$ cat src/rtl/dir_pkg.sv
// Shared encodings for the home-node directory controller.
// Assumes every block is in exactly one of three coherence states.
package dir_pkg;
    typedef enum logic [1:0] {
        ST_UNC = 2'd0,
        ST_SHR = 2'd1,
        ST_EXC = 2'd2
    } dir_state_e;

    typedef enum logic [1:0] {
        MSG_RD = 2'd0,
        MSG_WR = 2'd1,
        MSG_WB = 2'd2
    } msg_kind_e;

    typedef enum logic [1:0] {
        CMD_INV       = 2'd0,
        CMD_FETCH     = 2'd1,
        CMD_FETCH_INV = 2'd2
    } cmd_kind_e;
endpackage

$ cat src/rtl/dir_entry_table.sv
// Directory entries: one coherence state and one sharer vector per block.
// One combinational read port for the controller, one for lookup, one write port.
// Assumes the controller writes a consistent state/sharer pair.
module dir_entry_table
    import dir_pkg::*;
#(
    parameter int N_PROC   = 4,
    parameter int N_BLOCKS = 16,
    localparam int AW      = $clog2(N_BLOCKS)
) (
    input  logic              clk,
    input  logic              rst_n,
    input  logic [AW-1:0]     rd_addr,
    output dir_state_e        rd_state,
    output logic [N_PROC-1:0] rd_sharers,
    input  logic [AW-1:0]     lk_addr,
    output dir_state_e        lk_state,
    output logic [N_PROC-1:0] lk_sharers,
    input  logic              wr_en,
    input  logic [AW-1:0]     wr_addr,
    input  dir_state_e        wr_state,
    input  logic [N_PROC-1:0] wr_sharers
);
    dir_state_e        state_q   [N_BLOCKS];
    logic [N_PROC-1:0] sharers_q [N_BLOCKS];

    // Clear all entries on reset, otherwise apply the controller's update.
    always_ff @(posedge clk) begin
        if (!rst_n) begin
            for (int i = 0; i < N_BLOCKS; i++) begin
                state_q[i]   <= ST_UNC;
                sharers_q[i] <= '0;
            end
        end else if (wr_en) begin
            state_q[wr_addr]   <= wr_state;
            sharers_q[wr_addr] <= wr_sharers;
        end
    end

    // Read ports are plain array lookups.
    always_comb begin
        rd_state   = state_q[rd_addr];
        rd_sharers = sharers_q[rd_addr];
        lk_state   = state_q[lk_addr];
        lk_sharers = sharers_q[lk_addr];
    end


    excl_one_owner_chk: assert property (@(posedge clk) disable iff (!rst_n)
        wr_en && wr_state == ST_EXC |-> $countones(wr_sharers) == 1);

    unc_empty_chk: assert property (@(posedge clk) disable iff (!rst_n)
        wr_en && wr_state == ST_UNC |-> wr_sharers == '0);

    shr_nonempty_chk: assert property (@(posedge clk) disable iff (!rst_n)
        wr_en && wr_state == ST_SHR |-> wr_sharers != '0);
endmodule

$ cat src/rtl/dir_data_mem.sv
// Home memory: one data word per block, zeroed by reset.
// Combinational read, single synchronous write.
module dir_data_mem #(
    parameter int N_BLOCKS = 16,
    parameter int DATA_W   = 16,
    localparam int AW      = $clog2(N_BLOCKS)
) (
    input  logic              clk,
    input  logic              rst_n,
    input  logic [AW-1:0]     rd_addr,
    output logic [DATA_W-1:0] rd_data,
    input  logic              wr_en,
    input  logic [AW-1:0]     wr_addr,
    input  logic [DATA_W-1:0] wr_data
);
    logic [DATA_W-1:0] word_q [N_BLOCKS];

    // Zero memory on reset, otherwise store write-back data.
    always_ff @(posedge clk) begin
        if (!rst_n) begin
            for (int i = 0; i < N_BLOCKS; i++) word_q[i] <= '0;
        end else if (wr_en) begin
            word_q[wr_addr] <= wr_data;
        end
    end

    // Combinational read of the addressed word.
    always_comb rd_data = word_q[rd_addr];
endmodule

$ cat src/rtl/dir_owner_enc.sv
// Turns a sharer vector into a processor index.
// Assumes the vector is one-hot (Exclusive entries); other inputs OR the indices together.
module dir_owner_enc #(
    parameter int N_PROC = 4,
    localparam int IDW   = $clog2(N_PROC)
) (
    input  logic [N_PROC-1:0] vec,
    output logic [IDW-1:0]    idx
);
    logic [IDW-1:0] part [N_PROC+1];

    assign part[0] = '0;
    for (genvar g = 0; g < N_PROC; g++) begin : g_enc
        assign part[g+1] = part[g] | (vec[g] ? IDW'(g) : '0);
    end
    assign idx = part[N_PROC];
endmodule

$ cat src/rtl/dir_home_ctrl.sv
// Home-node directory controller. It accepts one request per cycle when idle,
// updates the entry and the memory, and issues registered replies and commands one
// cycle after acceptance. After a fetch it waits for the owner's write-back and drops
// every other request. Assumes in-order delivery and senders that resend dropped requests.
module dir_home_ctrl
    import dir_pkg::*;
#(
    parameter int N_PROC   = 4,
    parameter int N_BLOCKS = 16,
    parameter int DATA_W   = 16,
    localparam int IDW     = $clog2(N_PROC),
    localparam int AW      = $clog2(N_BLOCKS)
) (
    input  logic              clk,
    input  logic              rst_n,
    input  logic              req_valid,
    input  logic [1:0]        req_kind,
    input  logic [IDW-1:0]    req_src,
    input  logic [AW-1:0]     req_addr,
    input  logic [DATA_W-1:0] req_data,
    output logic              busy,
    output logic              cmd_valid,
    output logic [1:0]        cmd_kind,
    output logic [N_PROC-1:0] cmd_mask,
    output logic [AW-1:0]     cmd_addr,
    output logic              rep_valid,
    output logic [IDW-1:0]    rep_dest,
    output logic [AW-1:0]     rep_addr,
    output logic [DATA_W-1:0] rep_data,
    input  logic [AW-1:0]     look_addr,
    output logic [1:0]        look_state,
    output logic [N_PROC-1:0] look_sharers
);
    logic              wait_q, pend_wr_q;
    logic [IDW-1:0]    pend_src_q;
    logic [AW-1:0]     pend_addr_q;

    logic [AW-1:0]     sel_addr;
    dir_state_e        cur_state, lk_state, tbl_state;
    logic [N_PROC-1:0] cur_sh, tbl_sh, req_bit, pend_bit;
    logic [IDW-1:0]    owner;
    logic [DATA_W-1:0] mem_rd, mem_wd;
    logic              tbl_we, mem_we, start_wait, end_wait;
    logic              n_rep, n_cmd;
    cmd_kind_e         n_cmd_kind;
    logic [N_PROC-1:0] n_cmd_mask;
    logic [DATA_W-1:0] n_rep_data;
    msg_kind_e         kind;

    assign sel_addr = wait_q ? pend_addr_q : req_addr;
    assign kind     = msg_kind_e'(req_kind);

    dir_entry_table #(.N_PROC(N_PROC), .N_BLOCKS(N_BLOCKS)) i_table (
        .clk(clk), .rst_n(rst_n),
        .rd_addr(sel_addr), .rd_state(cur_state), .rd_sharers(cur_sh),
        .lk_addr(look_addr), .lk_state(lk_state), .lk_sharers(look_sharers),
        .wr_en(tbl_we), .wr_addr(sel_addr), .wr_state(tbl_state), .wr_sharers(tbl_sh)
    );

    dir_data_mem #(.N_BLOCKS(N_BLOCKS), .DATA_W(DATA_W)) i_mem (
        .clk(clk), .rst_n(rst_n),
        .rd_addr(sel_addr), .rd_data(mem_rd),
        .wr_en(mem_we), .wr_addr(sel_addr), .wr_data(mem_wd)
    );

    dir_owner_enc #(.N_PROC(N_PROC)) i_owner (.vec(cur_sh), .idx(owner));

    assign look_state = lk_state;

    // One-hot masks of the requester and of the pending requester.
    always_comb begin
        req_bit  = '0;
        req_bit[req_src] = 1'b1;
        pend_bit = '0;
        pend_bit[pend_src_q] = 1'b1;
    end

    // Decide the entry update, memory write and outgoing messages for this cycle.
    always_comb begin
        tbl_we = 1'b0; tbl_state = cur_state; tbl_sh = cur_sh;
        mem_we = 1'b0; mem_wd = req_data;
        n_rep = 1'b0; n_rep_data = mem_rd;
        n_cmd = 1'b0; n_cmd_kind = CMD_INV; n_cmd_mask = '0;
        start_wait = 1'b0; end_wait = 1'b0;
        if (wait_q) begin
            if (req_valid && kind == MSG_WB && req_addr == pend_addr_q && req_bit == cur_sh) begin
                end_wait   = 1'b1;
                mem_we     = 1'b1;
                n_rep      = 1'b1;
                n_rep_data = req_data;
                tbl_we     = 1'b1;
                tbl_state  = pend_wr_q ? ST_EXC : ST_SHR;
                tbl_sh     = pend_wr_q ? pend_bit : (cur_sh | pend_bit);
            end
        end else if (req_valid) begin
            unique case (kind)
                MSG_RD: begin
                    if (cur_state == ST_EXC) begin
                        n_cmd = 1'b1; n_cmd_kind = CMD_FETCH; n_cmd_mask = cur_sh;
                        start_wait = 1'b1;
                    end else begin
                        n_rep = 1'b1;
                        tbl_we = 1'b1; tbl_state = ST_SHR; tbl_sh = cur_sh | req_bit;
                    end
                end
                MSG_WR: begin
                    if (cur_state == ST_EXC && cur_sh != req_bit) begin
                        n_cmd = 1'b1; n_cmd_kind = CMD_FETCH_INV; n_cmd_mask = cur_sh;
                        start_wait = 1'b1;
                    end else begin
                        n_rep = 1'b1;
                        n_cmd_mask = cur_sh & ~req_bit;
                        n_cmd = (cur_state == ST_SHR) && (n_cmd_mask != '0);
                        tbl_we = 1'b1; tbl_state = ST_EXC; tbl_sh = req_bit;
                    end
                end
                MSG_WB: begin
                    if (cur_state == ST_EXC && cur_sh == req_bit) begin
                        mem_we = 1'b1;
                        tbl_we = 1'b1; tbl_state = ST_UNC; tbl_sh = '0;
                    end
                end
                default: ;
            endcase
        end
    end

    // Register the outgoing messages and the pending-request context.
    always_ff @(posedge clk) begin
        if (!rst_n) begin
            wait_q <= 1'b0; pend_wr_q <= 1'b0; pend_src_q <= '0; pend_addr_q <= '0;
            rep_valid <= 1'b0; rep_dest <= '0; rep_addr <= '0; rep_data <= '0;
            cmd_valid <= 1'b0; cmd_kind <= '0; cmd_mask <= '0; cmd_addr <= '0;
        end else begin
            rep_valid <= n_rep;
            rep_data  <= n_rep_data;
            rep_dest  <= wait_q ? pend_src_q : req_src;
            rep_addr  <= sel_addr;
            cmd_valid <= n_cmd;
            cmd_kind  <= n_cmd_kind;
            cmd_mask  <= n_cmd_mask;
            cmd_addr  <= sel_addr;
            if (start_wait) begin
                wait_q      <= 1'b1;
                pend_wr_q   <= (kind == MSG_WR);
                pend_src_q  <= req_src;
                pend_addr_q <= req_addr;
            end else if (end_wait) begin
                wait_q <= 1'b0;
            end
        end
    end

    assign busy = wait_q;

    // Owner is only meaningful while a single bit is set; keep it observable for checks.

    fetch_on_stall_chk: assert property (@(posedge clk) disable iff (!rst_n)
        $rose(busy) |-> cmd_valid && cmd_kind != CMD_INV && $countones(cmd_mask) == 1);

    inv_spares_writer_chk: assert property (@(posedge clk) disable iff (!rst_n)
        cmd_valid && cmd_kind == CMD_INV |-> rep_valid && !cmd_mask[rep_dest]);

    stall_silent_chk: assert property (@(posedge clk) disable iff (!rst_n)
        busy && $past(busy) |-> !rep_valid && !cmd_valid);

    fetch_target_chk: assert property (@(posedge clk) disable iff (!rst_n)
        start_wait |-> cur_sh[owner]);
endmodule

$ cat config.mk
export PLATFORM = sky130hd
export DESIGN_NAME = dir_home_ctrl
export DESIGN_NICKNAME = d
export VERILOG_FILES = /design/src/rtl/dir_pkg.sv /design/src/rtl/dir_entry_table.sv /design/src/rtl/dir_data_mem.sv /design/src/rtl/dir_owner_enc.sv /design/src/rtl/dir_home_ctrl.sv
export SDC_FILE = /design/constraint.sdc
export NUM_CORES = 1
export LEC_CHECK = 0
export ABC_AREA = 0
export BUFFER_PORTS_ARGS = -buffer_cell sky130_fd_sc_hd__buf_4
export CAP_MARGIN = 20
export CORE_MARGIN = 8
export CORE_UTILIZATION = 60
export CTS_CLUSTER_SIZE = 10
export DETAILED_ROUTE_END_ITERATION = 10
export HOLD_SLACK_MARGIN = 0.15
export PLACE_DENSITY = 0.76
export SLEW_MARGIN = 20
export SYNTH_ARGS = -nofsm -noshare
export SYNTH_HDL_FRONTEND = slang
export SYNTH_SLANG_ARGS = --single-unit
$ cat constraint.sdc
create_clock -name clk -period 8.52 [get_ports clk]
set_clock_uncertainty 0.15 [all_clocks]
set_input_delay 0.426 -clock clk [delete_from_list [all_inputs] [get_ports clk]]
set_output_delay 0.426 -clock clk [all_outputs]
set_load 0.005 [all_outputs]
==> flow_summary.ini <==
[timing]
timing.final.setup_violations = 0
drv_slew = 0
final_min_period_over_clock_period = 0.855
rsz0062_at_grt = false
post-route-min-period_ns = 7.29
tightestPinTransition_ns = 1.12
setup-tns-final_ns = 0
relSlewSlack = 0.251
hold_violations = 0
clock.fmax_ghz = 0.137

[logic_synthesis]
synth_largest_area_cell = edfxtp_1
yosys_warnings = 0
synthDistinctLibCells = 77
async_flop_share = 0
synth_common_cells = edfxtp_1 (352), and2_1 (260), mux4_2 (109), nor3_1 (99), clkbuf_1 (70)
mappedNetlistNets = 1382
yosys_most_used_dff = edfxtp_1
synth_top_area_share = 0.550
ys_seq_area_frac = 0.589
synth_area_leaders = edfxtp_1 (55%), mux4_2 (13%), and2_1 (8.5%)
yosys_register_bits = 390
post_synth_instance_area_um2 = 19200
yosysMostFrequentCell = edfxtp_1
postSynthCellCount = 1343
avgSynthCellArea_um2 = 14.3
synth-edff-count = 352

[routing]
antenna_violating_nets_post_route = 0
vias = 11900
totalWireLength_mm = 47.5
avgViaCountPerCell = 6.62
first_pass_iters = 5
first_iter_violations = 1261
wire_per_inst_um = 26.4
count_of_unresolved_drc_violations_after_routing = 0

[cts]
clock_tree.buffer_depth = 3
post_cts.resized_instances = 0
htreeDepth = 2
worstSkewPairLatency_ns = 0.55
tritoncts.num_buffers = 45
hold_buffers = 14
post_cts_buffers = 0
clock-root-buffer = clkbuf_16
clk_pin_slew_ns = 0.06
number_of_clock_sinks_seen_by_cts = 390
cts_tree = built

[power_and_ir_drop]
leakagePower_nw = 7.64
peakVddDrop_mv = 0.151
pwr_density_cell_nw_per_um2 = 212

[status]
status = completed

[placement]
dp.final_hpwl_mm = 31.5
io_buf_count = 71
last_weighted_congestion_value_of_the_routability_driven_placer = 0.907
placedCellCount = 1721

[layout]
post_route_cells_drive_above_1_share = 0.222
final_cells = 1802
nNetsFinal = 1419
synth_to_layout_area_growth_pct = 10.6
multiInputGateArea_um2 = 7260
antenna_cells = 0
seq_area_um2 = 11300
fillers = 2140

[flow_run]
max_cap_violations = 0

[setup_path]
cp_data_required_time_ns = 8.53
setup_crit_end_kind = register
slowest_stage_cell_crit_path = o21ai_0
worstPathArrival_ns = 7.30
critical_path_class = reg -> reg
critical_path.cell_chain = mux2i_4 -> mux4_1 -> a22oi_1 -> nand2_1 -> inv_1 -> ha_1 -> or4_1 -> or3_1 -> nor4_1 -> buf_4 -> o21ai_1 -> or2_2 -> o22ai_2 -> nand2_2 -> o21ai_0
critPathMaxStageDelay_ns = 0.94
critical_path.startpoint_type = register
crit_path_max_fanout = 28

[floorplan]
start_util = 0.609
num_rows = 65
die_width_um = 195
num_io_pins = 72
core_um2 = 31600
floorplan.die_area_um2 = 38000
die_height_um = 195

[global_route]
grt_pass1_vias = 11900
antenna_violations_before_repair = 0
grt-ovfl-total = 0
grt_max_degree = 66
grt_pass1_wl_mm = 72.8
grt_use_total = 0.250

[worst_hold_path]
hold_path.class = in -> reg
[layout make-up]
class / count / area share
flip-flops and latches: 390 / 0.533
multi-input cells: 820 / 0.342
inverters: 13 / 0.00230
repair buffers: 110 / 0.0405
clock inverters: 4 / 0.00259
clock buffers: 63 / 0.0562
well taps: 402 / 0.0237
[layout by cell type, fill, tap and decap left out, types with 7 or more instances in the layout]
master,instances
a21oi_1,8
a22oi_1,40
a31oi_1,8
and2_1,260
and3_1,17
buf_4,96
clkbuf_1,18
clkbuf_16,45
dfxtp_1,37
dlygate4sd3_1,14
edfxtp_1,352
ha_1,8
inv_1,13
mux2i_1,11
mux4_2,109
nand2_1,21
nand2b_1,22
nand3_1,7
nor2_1,36
nor2b_1,14
nor3_1,99
nor3_4,16
o21ai_0,35
or2_2,16
[routing by layer]
metal  global-route usage  share of wire
met5                    0              0
met4               0.0778          0.027
met3               0.0509           0.11
met2                0.374           0.45
met1                0.366           0.41
[kinds of logic after synthesis]
logic type	share of synthesized area
xor gates and xnor gates	0.00182
muxes	0.142
buffers and inverters	0.0353
adders and majority gates	0.00521
AOI/OAI and AO/OA	0.0550
DFF	0.589
and+or+nand+nor	0.171
[final timing paths]
kind,endpoint,depth (start not counted),start,slack [ns]
worst max-delay path,i_table.sharers_q[15][1]$_SDFFCE_PN0P_,15,busy$_SDFFE_PN0P_,1.23
worst min-delay path,i_mem.word_q[2][6]$_SDFFCE_PN0P_,2,req_data[6],0.17
worst max register to register,i_table.sharers_q[15][1]$_SDFFCE_PN0P_,15,busy$_SDFFE_PN0P_,1.23
worst min register to register,pend_wr_q$_SDFFE_PN0P_,2,pend_wr_q$_SDFFE_PN0P_,0.43
[through the flow]
stage                     instance area, um^2  setup WS, ns   util  hold WS [ns]  power (W)
after floorplan                         19200          2.78      -         0.359    0.00262
after global placement                  19900          1.42  0.630         0.399    0.00284
after detailed placement                19900          1.45  0.630         0.409    0.00284
after CTS                               21300          1.37  0.674         0.151    0.00450
after global routing                    21300         0.904  0.674         0.166    0.00462
final                                   21300          1.23  0.674         0.172    0.00450
[power by group]
group / internal [W] / switching (W)
registers: 0.00216 / 0.0000384
clock network: 0.000966 / 0.000710
logic: 0.000229 / 0.000392
[registers in the layout, summed over array words and instances (netlist names)]
signal	flops
cmd_valid	1
busy	1
i_table.sharers_q	64
i_mem.word_q	256
cmd_mask	4
rep_data	16
i_table.state_q	32
cmd_kind	2
pend_src_q	2
rep_valid	1
pend_wr_q	1
rep_dest	2
rep_addr	4
pend_addr_q	4
[critical path, delay by kind of cell (launching register included)]
| family | cells | cell delay, ns |
|---|---|---|
| compound gates | 4 | 1.81 |
| flops | 1 | 0.62 |
| buf+inv | 2 | 0.36 |
| simple gates | 6 | 2.24 |
| fa+ha+maj | 1 | 0.26 |
| mux | 2 | 1.45 |
(Power assumes the default switching activity.)
